<file path="config.mk">
export PLATFORM = sky130hd
export DESIGN_NAME = hdlc_rx_channel
export DESIGN_NICKNAME = d
export VERILOG_FILES = /design/src/rtl/hdlc_rx_pkg.sv /design/src/rtl/hdlc_rx_line.sv /design/src/rtl/hdlc_rx_fcs.sv /design/src/rtl/hdlc_rx_bytes.sv /design/src/rtl/hdlc_rx_channel.sv
export SDC_FILE = /design/constraint.sdc
export NUM_CORES = 1
export LEC_CHECK = 0
export CORE_MARGIN = 1.5
export CORE_UTILIZATION = 40
export DETAILED_ROUTE_END_ITERATION = 12
export SLEW_MARGIN = 10
export SYNTH_ARGS = -nofsm -noshare
export SYNTH_HDL_FRONTEND = slang
export SYNTH_SLANG_ARGS = --single-unit
</file>
<file path="constraint.sdc">
create_clock -name clk -period 2 [get_ports clk]
set_clock_uncertainty 0.1 [all_clocks]
set_input_delay 0.4 -clock clk [delete_from_list [all_inputs] [get_ports clk]]
set_output_delay 0.4 -clock clk [all_outputs]
set_load 0.02 [all_outputs]
</file>
<file path="src/rtl/hdlc_rx_pkg.sv">
package hdlc_rx_pkg;

    typedef enum logic [2:0] {
        S_HUNT,
        S_SYNC,
        S_DATA,
        S_DROP,
        S_GOOD,
        S_BAD,
        S_ABORT
    } rx_state_t;

    typedef struct packed {
        logic flag;
        logic abort;
        logic dvalid;
        logic dbit;
    } line_ev_t;

endpackage

</file>
<file path="src/rtl/hdlc_rx_line.sv">
module hdlc_rx_line
    import hdlc_rx_pkg::*;
#(
    parameter int LOOKAHEAD = 6
) (
    input  logic     clk,
    input  logic     rst_n,
    input  logic     en,
    input  logic     bit_in,
    output line_ev_t ev
);
    localparam int CW = $clog2(LOOKAHEAD + 1);

    logic [2:0]           ones;
    logic [LOOKAHEAD-1:0] dly;
    logic [CW-1:0]        dcnt;
    logic                 is_flag;
    logic                 is_abort;
    logic                 stuffed;
    logic                 held_one;
    logic                 emit;

    always_comb begin
        is_flag  = en && !bit_in && (ones == 3'd6);
        is_abort = en && bit_in && (ones == 3'd6);
        stuffed  = !bit_in && (ones == 3'd5);
        held_one = bit_in && (ones >= 3'd5);
        emit     = en && !is_flag && !stuffed && !held_one;
        ev.flag   = is_flag;
        ev.abort  = is_abort;
        ev.dvalid = emit && (dcnt == CW'(LOOKAHEAD));
        ev.dbit   = dly[LOOKAHEAD-1];
    end

    always_ff @(posedge clk or negedge rst_n) begin
        if (!rst_n) begin
            ones <= 3'd0;
            dly  <= '0;
            dcnt <= '0;
        end else if (en) begin
            if (bit_in) begin
                if (ones != 3'd7) ones <= ones + 3'd1;
            end else begin
                ones <= 3'd0;
            end
            if (is_flag || is_abort) begin
                dcnt <= '0;
            end else if (emit) begin
                dly <= {dly[LOOKAHEAD-2:0], bit_in};
                if (dcnt != CW'(LOOKAHEAD)) dcnt <= dcnt + CW'(1);
            end
        end
    end

    p_flag_spacing_r1: assert property (@(posedge clk) disable iff (!rst_n)
        ev.flag |=> !ev.flag);

    p_abort_no_flag_r3: assert property (@(posedge clk) disable iff (!rst_n)
        ev.abort |=> !ev.flag);

endmodule

</file>
<file path="src/rtl/hdlc_rx_fcs.sv">
module hdlc_rx_fcs #(
    parameter bit FCS32 = 1'b0
) (
    input  logic clk,
    input  logic rst_n,
    input  logic clr,
    input  logic en,
    input  logic bit_in,
    output logic match
);
    localparam int W = FCS32 ? 32 : 16;
    localparam logic [W-1:0] POLY  = W'(FCS32 ? 32'hEDB8_8320 : 32'h0000_8408);
    localparam logic [W-1:0] RESID = W'(FCS32 ? 32'hDEBB_20E3 : 32'h0000_F0B8);

    logic [W-1:0] crc;

    always_ff @(posedge clk or negedge rst_n) begin
        if (!rst_n) begin
            crc <= '1;
        end else if (clr) begin
            crc <= '1;
        end else if (en) begin
            crc <= (crc >> 1) ^ ((crc[0] ^ bit_in) ? POLY : '0);
        end
    end

    assign match = (crc == RESID);

endmodule

</file>
<file path="src/rtl/hdlc_rx_bytes.sv">
module hdlc_rx_bytes #(
    parameter int FCS_BYTES   = 2,
    parameter int TAKE_WINDOW = 6
) (
    input  logic       clk,
    input  logic       rst_n,
    input  logic       clr,
    input  logic       dvalid,
    input  logic       dbit,
    input  logic       release_en,
    input  logic       flush,
    input  logic       win_run,
    input  logic       byte_take,
    output logic [7:0] out_data,
    output logic       out_valid,
    output logic       aligned,
    output logic       timeout
);
    localparam int FW = $clog2(FCS_BYTES + 1);
    localparam int WW = $clog2(TAKE_WINDOW + 1);

    logic [2:0]    bitcnt;
    logic [7:0]    sr;
    logic [7:0]    new_byte;
    logic [7:0]    hold [FCS_BYTES];
    logic [FW-1:0] fill;
    logic [WW-1:0] wcnt;
    logic          byte_done;
    logic          pipe_full;
    logic          rel;

    always_comb begin
        new_byte  = {dbit, sr[7:1]};
        byte_done = dvalid && (bitcnt == 3'd7);
        pipe_full = (fill == FW'(FCS_BYTES));
        rel       = byte_done && pipe_full && release_en && !clr;
        aligned   = (bitcnt == 3'd0) && pipe_full;
        timeout   = win_run && out_valid && !byte_take && (wcnt == WW'(TAKE_WINDOW - 1));
    end

    always_ff @(posedge clk or negedge rst_n) begin
        if (!rst_n) begin
            bitcnt <= 3'd0;
            sr     <= 8'd0;
            fill   <= '0;
        end else if (clr) begin
            bitcnt <= 3'd0;
            fill   <= '0;
        end else if (dvalid) begin
            sr     <= new_byte;
            bitcnt <= bitcnt + 3'd1;
            if (byte_done && !pipe_full) fill <= fill + FW'(1);
        end
    end

    for (genvar i = 0; i < FCS_BYTES; i++) begin : g_hold
        always_ff @(posedge clk or negedge rst_n) begin
            if (!rst_n) begin
                hold[i] <= 8'd0;
            end else if (byte_done && !clr) begin
                if (i == 0) hold[i] <= new_byte;
                else        hold[i] <= hold[(i == 0) ? 0 : i-1];
            end
        end
    end

    always_ff @(posedge clk or negedge rst_n) begin
        if (!rst_n) begin
            out_valid <= 1'b0;
            out_data  <= 8'd0;
            wcnt      <= '0;
        end else begin
            if (flush) begin
                out_valid <= 1'b0;
            end else if (rel) begin
                out_valid <= 1'b1;
                out_data  <= hold[FCS_BYTES-1];
            end else if (byte_take) begin
                out_valid <= 1'b0;
            end
            if (rel || !out_valid) begin
                wcnt <= '0;
            end else if (win_run && !byte_take && wcnt != WW'(TAKE_WINDOW)) begin
                wcnt <= wcnt + WW'(1);
            end
        end
    end

    p_hold_r4: assert property (@(posedge clk) disable iff (!rst_n)
        (out_valid && !byte_take && !flush) |=> (out_valid && $stable(out_data)));

endmodule

</file>
<file path="src/rtl/hdlc_rx_channel.sv">
module hdlc_rx_channel
    import hdlc_rx_pkg::*;
#(
    parameter bit FCS32       = 1'b0,
    parameter int TAKE_WINDOW = 6
) (
    input  logic       clk,
    input  logic       rst_n,
    input  logic       rx_en,
    input  logic       rx_bit,
    output logic [7:0] out_data,
    output logic       out_valid,
    input  logic       byte_take,
    output logic       frame_active,
    output logic       frame_err,
    output logic       frame_done,
    output logic       frame_abort
);
    localparam int FCS_BYTES = FCS32 ? 4 : 2;

    rx_state_t state, state_nx;
    line_ev_t  ev;
    logic      crc_ok;
    logic      aligned;
    logic      timeout;
    logic      clr;
    logic      release_en;
    logic      flush;

    hdlc_rx_line #(.LOOKAHEAD(6)) u_line (
        .clk    (clk),
        .rst_n  (rst_n),
        .en     (rx_en),
        .bit_in (rx_bit),
        .ev     (ev)
    );

    assign clr = ev.flag || ev.abort;

    hdlc_rx_fcs #(.FCS32(FCS32)) u_fcs (
        .clk    (clk),
        .rst_n  (rst_n),
        .clr    (clr),
        .en     (ev.dvalid),
        .bit_in (ev.dbit),
        .match  (crc_ok)
    );

    hdlc_rx_bytes #(.FCS_BYTES(FCS_BYTES), .TAKE_WINDOW(TAKE_WINDOW)) u_bytes (
        .clk        (clk),
        .rst_n      (rst_n),
        .clr        (clr),
        .dvalid     (ev.dvalid),
        .dbit       (ev.dbit),
        .release_en (release_en),
        .flush      (flush),
        .win_run    (state == S_DATA),
        .byte_take  (byte_take),
        .out_data   (out_data),
        .out_valid  (out_valid),
        .aligned    (aligned),
        .timeout    (timeout)
    );

    always_ff @(posedge clk or negedge rst_n) begin
        if (!rst_n) state <= S_HUNT;
        else        state <= state_nx;
    end

    always_comb begin
        state_nx = state;
        unique case (state)
            S_HUNT:  if (ev.flag) state_nx = S_SYNC;
            S_SYNC: begin
                if (ev.abort)       state_nx = S_HUNT;
                else if (ev.dvalid) state_nx = S_DATA;
            end
            S_DATA: begin
                if (ev.abort)     state_nx = S_ABORT;
                else if (ev.flag) state_nx = (aligned && crc_ok) ? S_GOOD : S_BAD;
                else if (timeout) state_nx = S_DROP;
            end
            S_DROP: begin
                if (ev.abort)     state_nx = S_ABORT;
                else if (ev.flag) state_nx = S_SYNC;
            end
            S_GOOD, S_BAD: state_nx = ev.abort ? S_HUNT : S_SYNC;
            S_ABORT:       state_nx = S_HUNT;
            default:       state_nx = S_HUNT;
        endcase
    end

    always_comb begin
        frame_active = 1'b0;
        frame_err    = 1'b0;
        frame_done   = 1'b0;
        frame_abort  = 1'b0;
        release_en   = 1'b0;
        flush        = 1'b0;
        unique case (state)
            S_HUNT:  flush = 1'b1;
            S_SYNC:  ;
            S_DATA: begin
                frame_active = 1'b1;
                release_en   = 1'b1;
            end
            S_DROP: begin
                frame_active = 1'b1;
                frame_err    = 1'b1;
                flush        = 1'b1;
            end
            S_GOOD: begin
                frame_active = 1'b1;
                frame_done   = 1'b1;
            end
            S_BAD: begin
                frame_active = 1'b1;
                frame_err    = 1'b1;
            end
            S_ABORT: begin
                frame_abort = 1'b1;
                flush       = 1'b1;
            end
            default: flush = 1'b1;
        endcase
    end

    p_err_in_frame_r10: assert property (@(posedge clk) disable iff (!rst_n)
        frame_err |-> frame_active);

    p_done_pulse_r5: assert property (@(posedge clk) disable iff (!rst_n)
        frame_done |=> !frame_done);

    p_abort_withdraws_r3: assert property (@(posedge clk) disable iff (!rst_n)
        frame_abort |=> !out_valid);

    p_drop_no_offer_r8: assert property (@(posedge clk) disable iff (!rst_n)
        (state == S_DROP) |=> !$rose(out_valid));

    p_idle_freeze_r9: assert property (@(posedge clk) disable iff (!rst_n)
        (!rx_en && (state == S_HUNT || state == S_SYNC)) |=> $stable(state));

endmodule

</file>
# Yosys cells after proc, flatten, opt, wreduce, memory -nomap -nowiden
# Cells that the tools add are included.
[classes]
addsub = 5
order_cmp = 1
n_eq_ne = 20
mux = 33
bitwise_logic = 3
n_reduce_logical = 51
[op_table]
columns = ["cell", "count"]
rows = [
  ["two-way mux 16 bit", 3],
  ["two-way mux 3 bit", 16],
  ["equality test 3 bit (second input constant)", 8],
  ["logical AND 1 bit", 23],
  ["equality test 16 bit (second input constant)", 1],
  ["bitwise XOR 15 x 16 -> 16 bit", 1],
  ["one-hot mux 3 bit (5 select lines)", 1],
  ["adder 3 x 1 -> 3 bit (second input constant)", 4],
  ["two-way mux 1 bit", 10],
  ["AND reduction 2 bit", 5],
  ["nonzero test 2 bit", 5],
  ["!= test 3 bit (second input constant)", 3],
  ["zero test 1 bit", 8],
  ["OR reduction 4 bit", 2],
  ["equality test 3 x 2 -> 1 bit (second input constant)", 2],
  ["zero test 3 bit", 2],
  ["two-way mux 2 bit", 3],
  ["!= test 3 x 1 -> 1 bit (second input constant)", 2],
  ["AND reduction 3 bit", 2],
  ["!= test 4 bit (second input constant)", 1],
  ["OR reduction 2 bit", 2],
  ["equality test 3 x 1 -> 1 bit (second input constant)", 1],
  ["greater-or-equal comparator 3 bit (second input constant)", 1],
  ["adder 2 x 1 -> 2 bit (second input constant)", 1],
  ["5 further kinds", 6],
]
[word_totals]
register_bits = 72
output_inout_bits = 13

# Logic depth before layout (Yosys ltp)
[depth]
ltp_word = 14
ltp_mapped = 8
mapped_depth_nobuf = 6

# Cells and area by module
# From an unflattened synthesis, not the netlist that was laid out.
[hier_totals]
hier_cells = 275
area_unflattened_um2 = 3473.3
[by_module_without_submodules]
columns = ["mod", "instances", "cells_per_inst", "area_each_um2", "seq_area_each_um2"]
rows = [
  ["hdlc_rx_bytes", 1, 118, 1690.4, 1001.0],
  ["hdlc_rx_fcs", 1, 62, 797.0, 420.4],
  ["hdlc_rx_line", 1, 68, 759.5, 300.3],
  ["hdlc_rx_channel", 1, 27, 226.5, 75.1],
]

# Least setup slack after synthesis
# OpenSTA, ideal clock, no wires.
[synth_path]
kind = "register to register"
start = "register u_line.dcnt[0]"
end = "register u_bytes.out_data[2]"
setup_time_ns = 0.125
arrival_time_ns = 1.835
required_time_ns = 1.775
setup_slack_ns = -0.060
stages_incl_launch_ff = 8
n_path_buf = 1
synth_period_minus_slack_ns = 2.060
path_cell_list = "dfrtp_1 -> inv_1 -> ha_1 -> and2_0 -> nand3_1 -> or4_4 -> buf_6 -> mux2_4"
[synth_via]
elab_chain_cells = 7
[synth_lines]
columns = ["item", "line", "rtl"]
rows = [
  ["from (decl)", "hdlc_rx_line.sv:16", "logic [CW-1:0] dcnt;"],
  ["from (signal assigned)", "hdlc_rx_line.sv:50", "if (dcnt != CW'(LOOKAHEAD)) dcnt <= dcnt + CW'(1);"],
  ["equality test 3 bit", "hdlc_rx_line.sv:31", "ev.dvalid = emit && (dcnt == CW'(LOOKAHEAD));"],
  ["logical AND 1 bit", "hdlc_rx_line.sv:31", ""],
  ["logical AND 1 bit", "hdlc_rx_bytes.sv:34", "byte_done = dvalid && (bitcnt == 3'd7);"],
  ["logical AND 1 bit (3 in a row)", "hdlc_rx_bytes.sv:36", "rel = byte_done && pipe_full && release_en && !clr;"],
  ["AND reduction 2 bit (no source line)", "-", ""],
  ["to (signal assigned)", "hdlc_rx_bytes.sv:77", "out_data <= hold[FCS_BYTES-1];"],
  ["to (decl)", "hdlc_rx_bytes.sv:14", "output logic [7:0] out_data,"],
]
# Every way passes these cells.
# A chain may end at the register's enable or synchronous reset.

# Final worst setup path
[layout_path]
start = "register u_line.ones[1]"
end = "register u_bytes.out_data[4]"
[layout_via]
elab_chain_cells = 12
[layout_lines]
columns = ["item", "line", "rtl"]
rows = [
  ["from (decl)", "hdlc_rx_line.sv:14", "logic [2:0] ones;"],
  ["from (signal assigned)", "hdlc_rx_line.sv:42", "if (ones != 3'd7) ones <= ones + 3'd1;"],
  ["parallel branches: the longest is 10 deep, another holds greater-or-equal comparator 3 bit", "-", ""],
  ["logical AND 1 bit *", "hdlc_rx_bytes.sv:36", ""],
  ["AND reduction 2 bit (no source line) *", "-", ""],
]
# Mark *: on every way between the ends.

==> results.py <==
metrics = {
    "sta": {
        "finalSetupViolations": 6,
        "rsz0062_at_grt": "true",
        "fin_hold_ws_ps": 398,
        "max_slew_margin": 0.694,
        "fin_crit_ps": 2080,
        "tightest_slew_ps": 455,
        "fin_ws_ps": -79.4,
        "hold_violations": 0,
        "drv_slew": 0,
        "max_freq_ghz": 0.481,
        "fin_setup_tns_ps": -426,
        "fin_crit_sh": 1.04,
    },
    "finish": {
        "diodes": 0,
        "syn2layout_area_growth_pct": 22.6,
        "drive_gt1_frac": 0.361,
        "nets": 332,
        "final_core_util": 0.513,
    },
    "placed_design": {
        "gp_congestion": 0.732,
        "dp_hpwl_um": 3890,
        "pre_cts_slack_ps": -331,
        "port_buffers": 17,
    },
    "clock_tree": {
        "cts_max_level": 3,
        "cts_max_path_buffers": 2,
        "cts_root_buf": "clkbuf_8",
        "clk_pin_slew_ps": 80,
        "cts_tree": "done",
        "worstSkewPairLatency_ps": 350,
        "numCtsBuffers": 9,
        "clock-sinks": 71,
    },
    "global_routing": {
        "grt_pass1_vias": 2051,
        "grt_usage": 0.152,
        "grt_overflow_total": 0,
        "antenna_found_initial": 0,
        "grt_first_pass_wirelength_um": 9980,
        "grt_max_degree": 72,
    },
    "logic_synthesis": {
        "synth.area.top_cells": "dfrtp_1 (42%), dfstp_2 (13%), mux2_2 (11%)",
        "synth_top_cell_by_area": "dfrtp_1",
        "synth-main-ff-cell": "dfrtp_1",
        "synth_area_mm2": 0.00328,
        "yosysWarnings": 0,
        "synthCells": 268,
        "ys_async_sr_fraction": 1.00,
        "synth_seq_cells": 71,
        "ys_seq_area_frac": 0.547,
        "synthTopCellsByCount": "dfrtp_1 (55), mux2_2 (31), nand2_1 (31)",
        "yosys.cell_count.top_type": "dfrtp_1",
        "synth_edf_count": 0,
        "avgSynthCellArea_um2": 12.3,
        "synth_fp_nets": 286,
        "synth_top_area_frac": 0.419,
        "synth.distinct_cells": 45,
    },
    "floorplan": {
        "core_area_mm2": 0.00785,
        "die_y_um": 93.6,
        "die-area_mm2": 0.00876,
        "fp-row-count": 32,
        "start_util": 0.419,
        "io_pins": 18,
        "fp.dieW_um": 93.6,
    },
    "worst_setup_path": {
        "required_ps": 2140,
        "end_kind": "flip-flop",
        "crit_fanout": 6,
        "critPathKind": "flip-flop to flip-flop",
        "worstSetupStartpointType": "flip-flop",
        "arrival_ps": 2220,
    },
    "routing": {
        "route.detailed.drc": 0,
        "avgRoutedWirePerCell_um": 14.0,
        "firstDrtPassIters": 4,
        "routed_wl_um": 5890,
        "postRouteAntennaNets": 0,
        "via_per_inst": 4.97,
        "drt_iter0_drc": 58,
        "num_vias": 2092,
    },
    "pwr": {
        "pwr_density_cell_mw_per_mm2": 1090,
        "p_leak_uw": 0.00200,
        "irDropWorstVdd_mv": 0.441,
    },
    "outcome": {
        "violations": "setup timing",
        "status": "finished, violations left",
    },
    "job": {
        "maxCapViolations": 0,
    },
    "hold_path": {
        "hp-class": "flip-flop to flip-flop",
    },
}
==> worst max-delay path: stages (launching register included) <==
cell	delay [ps]
dfrtp_1	410
buf_4	140
o211ai_1	260
nand2_2	120
or4_4	590
mux2_4	330
==> per-layer routing <==
layer	global-route usage	part of all wire	vias up	wire length (um)
met5	0	0	-	0
met2	0.226	0.46	28	2700
li1	-	-	1025	-
met1	0.202	0.49	1029	2870
met4	0.0784	0.020	0	117
met3	0.0407	0.034	10	202
==> kinds of logic (layout without fill, tap and decap cells) <==
| kind of cell | count (synthesis) | after routing | share of synthesized area |
|---|---|---|---|
| simple gates | 73 | 74 | 0.116 |
| compound gates | 28 | 28 | 0.0560 |
| xor+xnor | 8 | 8 | 0.0213 |
| mux | 52 | 52 | 0.179 |
| fa+ha+maj | 13 | 13 | 0.0495 |
| flops | 71 | 71 | 0.547 |
| buf+inv | 23 | 73 | 0.0305 |
==> layout by cell type, fill, tap and decap left out, types with 2 or more instances in the layout <==
cell	instances
mux2_2	31
nor2b_1	3
nand3b_1	2
o2111a_1	2
clkbuf_8	10
o211ai_1	3
dfrtp_1	54
clkinvlp_4	2
nand2_1	29
nand4b_1	2
mux2_4	6
and3_1	4
inv_1	10
nand2b_1	2
nand2_2	2
mux2i_1	15
buf_12	4
dfstp_2	16
a21oi_1	7
xnor2_1	7
or4_4	2
nor2_1	5
clkbuf_2	3
ha_1	12
o21ai_0	10
or3_1	3
and2_1	2
clkdlybuf4s50_1	12
nand3_1	5
buf_4	24
==> flip-flops by register name, indices dropped and copies added (netlist names) <==
name and flops:
u_bytes.out_data 8, u_line.dcnt 3, u_fcs.crc 16, u_bytes.sr 7
u_bytes.wcnt 3, u_bytes.fill 2, u_bytes.hold 16, u_bytes.out_valid 1
u_line.dly 6, state 3, u_bytes.bitcnt 3, u_line.ones 3
==> worst paths after layout <==
check	startpoint	end	slack (ps)	cells after the start
worst max-delay path	u_line.ones[1]$_DFFE_PN0P_	u_bytes.out_data[4]$_DFFE_PN0P_	-80	5
worst min-delay path	u_bytes.hold[0]$_DFFE_PN0P_	u_bytes.out_data[0]$_DFFE_PN0P_	400	1
worst max register to register	u_line.ones[1]$_DFFE_PN0P_	u_bytes.out_data[4]$_DFFE_PN0P_	-80	5
worst min register to register	u_bytes.hold[0]$_DFFE_PN0P_	u_bytes.out_data[0]$_DFFE_PN0P_	400	1
max in group asynchronous	rst_n	u_fcs.crc[5]$_DFFE_PN1P_	980	3
min in group asynchronous	rst_n	u_line.ones[1]$_DFFE_PN0P_	490	3
==> final cells by class <==
type | count | area (um^2)
inverter | 11 | 41.3
sequential | 71 | 1800
multi-input combinational | 175 | 1440
clock inverter | 6 | 67.6
clock buffer | 10 | 138
tap | 102 | 128
fill | 721 | 3820
timing repair buffer | 46 | 419
==> power by group <==
group	switching (uW)	total, uW	internal [uW]	leakage (uW)
Clock	544	1160	613	0.0000989
Combinational	493	1080	589	0.00100
Sequential	262	2140	1880	0.000901
==> per-stage QoR <==
stage	std cells	total power (uW)	cell area [um^2]
after CTS	419	4390	4000
final	421	4380	4030
after floorplan	268	2830	3290
after detailed placement	399	3210	3750
after global routing	421	4670	4030
after global placement	399	3170	3750
==> what timing repair did <==
action | 4_1_cts | 5_1_grt
hold buffers | 1 | 0
pin swaps | 2 | 5
hold endpoints to repair | 55 | 0
gates cloned | 1 | 0
setup buffers | 2 | 2
setup endpoints to repair | 12 | 26
gates resized for setup | 8 | 13
Note: power is estimated with default switching activity, not from simulation.
